[config.mk]
export PLATFORM = sky130hd
export DESIGN_NAME = pwm_dma_shadow
export DESIGN_NICKNAME = d
export VERILOG_FILES = /design/src/rtl/pwm_dma_shadow.sv
export SDC_FILE = /design/constraint.sdc
export NUM_CORES = 1
export LEC_CHECK = 0
export ABC_CLOCK_PERIOD_IN_PS = 7100
export CAP_MARGIN = 20
export CORE_MARGIN = 5
export CORE_UTILIZATION = 54
export CTS_BUF_LIST = sky130_fd_sc_hd__clkbuf_16
export CTS_CLUSTER_SIZE = 16
export DETAILED_ROUTE_END_ITERATION = 7
export GPL_TIMING_DRIVEN = 0
export PLACE_DENSITY = 0.85
export SKIP_CTS_REPAIR_TIMING = 1
export SLEW_MARGIN = 20
export SYNTH_ARGS = -nofsm -noshare
export SYNTH_HDL_FRONTEND = slang
export SYNTH_SLANG_ARGS = --single-unit
export TNS_END_PERCENT = 100
[constraint.sdc]
create_clock -name clk -period 7.1 [get_ports clk]
set_input_delay 1.065 -clock clk [delete_from_list [all_inputs] [get_ports clk]]
set_output_delay 1.065 -clock clk [all_outputs]
set_load 0.02 [all_outputs]
[src/rtl/pwm_dma_shadow.sv]
module pwm_dma_shadow #(
  parameter int CH = 12,
  parameter int CW = 16,
  parameter int AW = 32
)(
  input  logic            clk,
  input  logic            rst_n,
  input  logic [AW-1:0]   base_addr,
  input  logic [CW-1:0]   period,
  output logic            rd_req,
  output logic [AW-1:0]   rd_addr,
  input  logic            rd_rvalid,
  input  logic [2*CW-1:0] rd_rdata,
  output logic [CH-1:0]   pwm_out,
  output logic            late_flag
);
  localparam int WORDS = CH / 2;
  localparam int IW = (WORDS > 1) ? $clog2(WORDS) : 1;
  localparam logic [IW-1:0] LAST = IW'(WORDS - 1);

  logic [CW-1:0] cnt;
  logic [CW-1:0] act [CH];
  logic [CW-1:0] shd [CH];
  logic [IW-1:0] idx;
  logic          busy, wait_rsp, full;
  logic          boundary, load;

  assign boundary = ({1'b0, cnt} + {{CW{1'b0}}, 1'b1}) >= {1'b0, period};
  assign load     = boundary & full;
  assign rd_req   = busy & ~wait_rsp;
  assign rd_addr  = base_addr + AW'({idx, 2'b00});

  always_ff @(posedge clk) begin
    if (!rst_n) begin
      cnt       <= '0;
      idx       <= '0;
      busy      <= 1'b1;
      wait_rsp  <= 1'b0;
      full      <= 1'b0;
      late_flag <= 1'b0;
      for (int i = 0; i < CH; i++) begin
        act[i] <= '0;
        shd[i] <= '0;
      end
    end else begin
      cnt <= boundary ? '0 : cnt + 1'b1;
      if (rd_req) wait_rsp <= 1'b1;
      if (rd_rvalid && busy) begin
        for (int k = 0; k < WORDS; k++)
          if (idx == IW'(k)) begin
            shd[2*k]   <= rd_rdata[CW-1:0];
            shd[2*k+1] <= rd_rdata[2*CW-1:CW];
          end
        wait_rsp <= 1'b0;
        if (idx == LAST) begin
          busy <= 1'b0;
          full <= 1'b1;
        end else begin
          idx <= idx + 1'b1;
        end
      end
      if (boundary) begin
        if (full) begin
          for (int i = 0; i < CH; i++) act[i] <= shd[i];
          full     <= 1'b0;
          busy     <= 1'b1;
          idx      <= '0;
          wait_rsp <= 1'b0;
        end else begin
          late_flag <= 1'b1;
        end
      end
    end
  end

  for (genvar i = 0; i < CH; i++) begin : g_out
    assign pwm_out[i] = cnt < act[i];
  end
endmodule

# After elaboration in Yosys (flattened, before gate mapping)
# Memory sizes are Yosys's and may differ from the RTL's.
# Cells that the tools add are included.
[classes]
n_reduce_logical = 4
order_cmp = 13
eq_ne = 5
n_bitwise = 28
n_addsub = 4
n_mux = 69
[op_table]
columns = ["operator", "n"]
rows = [
  ["$mux W16", 24],
  ["$lt A16 B16 Y1", 12],
  ["$mux W1", 41],
  ["$add A32 B5 Y32", 1],
  ["$or A1 B1 Y1", 24],
  ["$add A16 B1 Y17 const B", 1],
  ["$ge A17 B16 Y1", 1],
  ["$add A16 B1 Y16 const B", 1],
  ["$mux W3", 4],
  ["$eq A3 B2 Y1 const B", 2],
  ["$eq A3 B3 Y1 const B", 2],
  ["$add A3 B1 Y3 const B", 1],
  ["$eq A3 B1 Y1 const B", 1],
  ["$logic_not A3 Y1", 1],
  ["$not A1 Y1", 3],
  ["$reduce_and A2 Y1", 1],
  ["$reduce_or A2 Y1", 1],
  ["$and A1 B1 Y1", 1],
  ["$logic_and A1 B1 Y1", 1],
]
[word_totals]
inputBits = 83
memories = 2
out_inout_bits = 46
mem_bits_rw = 384
ff_bits = 23
[memory_table]
columns = ["name", "depth", "width", "read_ports", "rd_clocked_by_memory_dff", "wr", "line", "text"]
rows = [
  ["act", 12, 16, 12, 0, 12, "22", "logic [CW-1:0] act [CH];"],
  ["shd", 12, 16, 12, 0, 12, "23", "logic [CW-1:0] shd [CH];"],
]

# Longest topological paths before layout
[logic_depth]
word_depth = 6
mapped_depth = 14

# Worst setup path before layout
# No wires, ideal clock.
[synth_path]
path_kind = "reg2reg"
from = "reg cnt[3]"
to = "mem act[0][0] (enable)"
setup_time_ps = 586
setup_slack_ps = -826
t_arrival_ps = 7340
stages_incl_launch_ff = 12
required_time_ps = 6514
cell_sequence = "dfxtp_1 -> and4_4 -> and2_4 -> and3_4 -> and3_2 -> xor2_1 -> ha_1 -> nand3_1 -> nor3_1 -> o221ai_4 -> a21oi_1 -> nand2b_1"
[synth_rtl]
columns = ["item", "line", "text"]
rows = [
  ["start, declared", "21", "logic [CW-1:0] cnt;"],
  ["start signal, assigned", "46", "cnt <= boundary ? '0 : cnt + 1'b1;"],
  ["end, declared", "22", ""],
]

==> impl_metrics.json <==
{
  "synth_edf_count": 384,
  "yosysTopAreaCellShare": 0.568,
  "synth.distinct_cells": 45,
  "maxCapViolCount": 0,
  "ys_seq_area_frac": 0.591,
  "synthAdderAreaFrac": 0.127,
  "setup_ws_ns": 1.66,
  "start_kind": "register",
  "fin_nets": 2176,
  "syn_nets": 2006,
  "avgViaCountPerCell": 5.41,
  "synth_compound_area_frac": 0.0608,
  "synth_top_family_by_area": "simple AND/OR/NAND/NOR gates",
  "finalMaxSlewViolations": 0,
  "wire_per_inst_um": 18.8,
  "dieArea_mm2": 0.0415,
  "final_layout_size_suffix_gt1_frac": 0.0579,
  "synth_area_leaders": "edfxtp_1, ha_1, and2_1",
  "crit_chain": "and4_4 -> nand3_1 -> nor2_1 -> nand4_1 -> xnor2_1 -> ha_1 -> nand2_1 -> o21a_1 -> o21ai_0 -> a31oi_4 -> a21oi_1 -> nand2b_4 -> buf_12 -> buf_16",
  "cts_tree": "yes",
  "synth-simple-area-share": 0.147,
  "syn_to_final_growth_pct": 16.0,
  "clockBufferDepth": 3,
  "fmax_ghz": 0.184,
  "core_mm2": 0.0374,
  "critPathRequiredTime_ns": 7.30,
  "ant_nets": 0,
  "row_count": 71,
  "dpl_worst_slack_ns": 1.75,
  "max-vdd-ir-drop_mv": 0.166,
  "relSlewSlack": 0.223,
  "cp_slowest_cell": "dfxtp_1",
  "antenna_found_initial": 0,
  "outcome": "finished clean",
  "hold_viol_final": 0,
  "worstSetupStartpoint": "cnt[5]",
  "muxShareOfSynthArea": 0.000493,
  "gp_congestion": 0.874,
  "crit_buf_inv": 2,
  "die_h_um": 204,
  "grt_max_degree": 64,
  "clock_latency_ns": 0.53,
  "synth_area_mm2": 0.0203,
  "end_kind": "register",
  "skew_ns": 0.0165,
  "drc": 0,
  "final_common_cell": "edfxtp_1",
  "hold_class": "reg2reg",
  "synth_ff_type": "edfxtp_1",
  "ys_ff_latch": 407,
  "cp_top_family": "simple AND/OR/NAND/NOR gates",
  "dp.final_hpwl_um": 32600,
  "layout_common_cells": "edfxtp_1, inv_1, ha_1",
  "synthXorXnorAreaFrac": 0.0186,
  "async_flop_share": 0,
  "grt_usage": 0.219,
  "leakage_nw": 9.87,
  "drtIter0Drc": 1036,
  "finalSetupTns_ns": 0,
  "min_from": "shd[1][19]",
  "clk_pin_slew_ns": 0.07,
  "synthCells": 1717,
  "rsz0062_at_grt": "no",
  "grt_pass1_wl_um": 70600,
  "tightest_slew_ns": 1.16,
  "die_w_um": 204,
  "fin_crit_sh": 0.767,
  "period_needed_ns": 5.44,
  "n_antenna_cell": 0,
  "cts_num_sinks": 407,
  "yosysWarningCount": 0,
  "numPortBuffers": 126,
  "rr_startpoint": "cnt[5]",
  "crit_path_max_fanout": 57,
  "routed_wl_um": 45700,
  "p_per_area_mw_per_mm2": 221,
  "finalSetupViolCount": 0,
  "cp.arrival_ns": 5.65,
  "synth_top_area_cell": "edfxtp_1",
  "slowest_delay_ns": 0.94,
  "numCtsBuffers": 39,
  "h-tree-depth": 2,
  "synth_area_per_cell_um2": 11.8,
  "grt_pass1_vias": 13600,
  "drt_pass1_iterations": 6,
  "initial_core_util": 0.542,
  "crit_type": "reg2reg",
  "root_buffer": "clkbuf_16",
  "ios": 129,
  "overflow": 0,
  "vias": 13100
}
[synthesized netlist by cell type (all sizes together), types with 15 or more instances]
cell type and n:
edfxtp 384, nand2 78, ha 205, nor2b 27, dfxtp 23, clkbuf 39
and2 196, a21o 15, inv 241, nor2 204, a21oi 55, nor3 27
o21ai 44, xnor2 31, nand3 18, nand4 22
[layer usage]
metal / part of all wire / global-route usage / wire length, um
met5: 0 / 0 / 0
met4: 0.041 / 0.0874 / 1890
met3: 0.079 / 0.0467 / 3610
met2: 0.50 / 0.388 / 23000
met1: 0.38 / 0.262 / 17200
[path summary, 6_finish.rpt]
kind / to / slack (ns) / depth (start not counted)
max: act[2][55] / 1.66 / 14
min: act[1][19] / 0.51 / 1
max reg2reg: act[2][55] / 1.66 / 14
min reg2reg: act[1][19] / 0.51 / 1
[area by class of cell]
class | count | area, um^2
multi-input combinational | 1024 | 7210
clock inverter | 32 | 270
timing repair buffer | 129 | 1340
buffer | 45 | 198
inverter | 241 | 905
fill | 2691 | 13900
clock buffer | 39 | 976
sequential | 407 | 12000
tap | 511 | 639
[power breakdown]
part / internal, mW / switching [mW]
Sequential: 2.75 / 0.0376
Clock: 1.16 / 0.880
Combinational: 0.142 / 0.233
Total: 4.05 / 1.15
[cell families after synthesis]
| kind of cell | Yosys count |
|---|---|
| simple gates | 591 |
| flops | 407 |
| buf+inv | 286 |
| fa+ha+maj | 206 |
| compound gates | 183 |
| xor+xnor | 43 |
| mux | 1 |
[per-stage QoR]
| step | power [mW] | utilization | hold WS (ns) | cell area, um^2 | cells |
|---|---|---|---|---|---|
| after global routing | 5.36 | 0.629 | 0.530 | 23500 | 2428 |
| after CTS | 5.21 | 0.629 | 0.503 | 23500 | 2428 |
| after floorplan | 3.03 | - | 0.467 | 20300 | 1717 |
| after detailed placement | 3.20 | 0.596 | 0.502 | 22300 | 2357 |
| after global placement | 3.18 | 0.593 | 0.499 | 22200 | 2354 |
| final | 5.20 | 0.629 | 0.508 | 23500 | 2428 |
[sequential cells by signal, summed over array words and instances (netlist names)]
register,cells
wait_rsp,1
act,192
idx,3
cnt,16
full,1
late_flag,1
busy,1
shd,192
(Power assumes the default switching activity.)
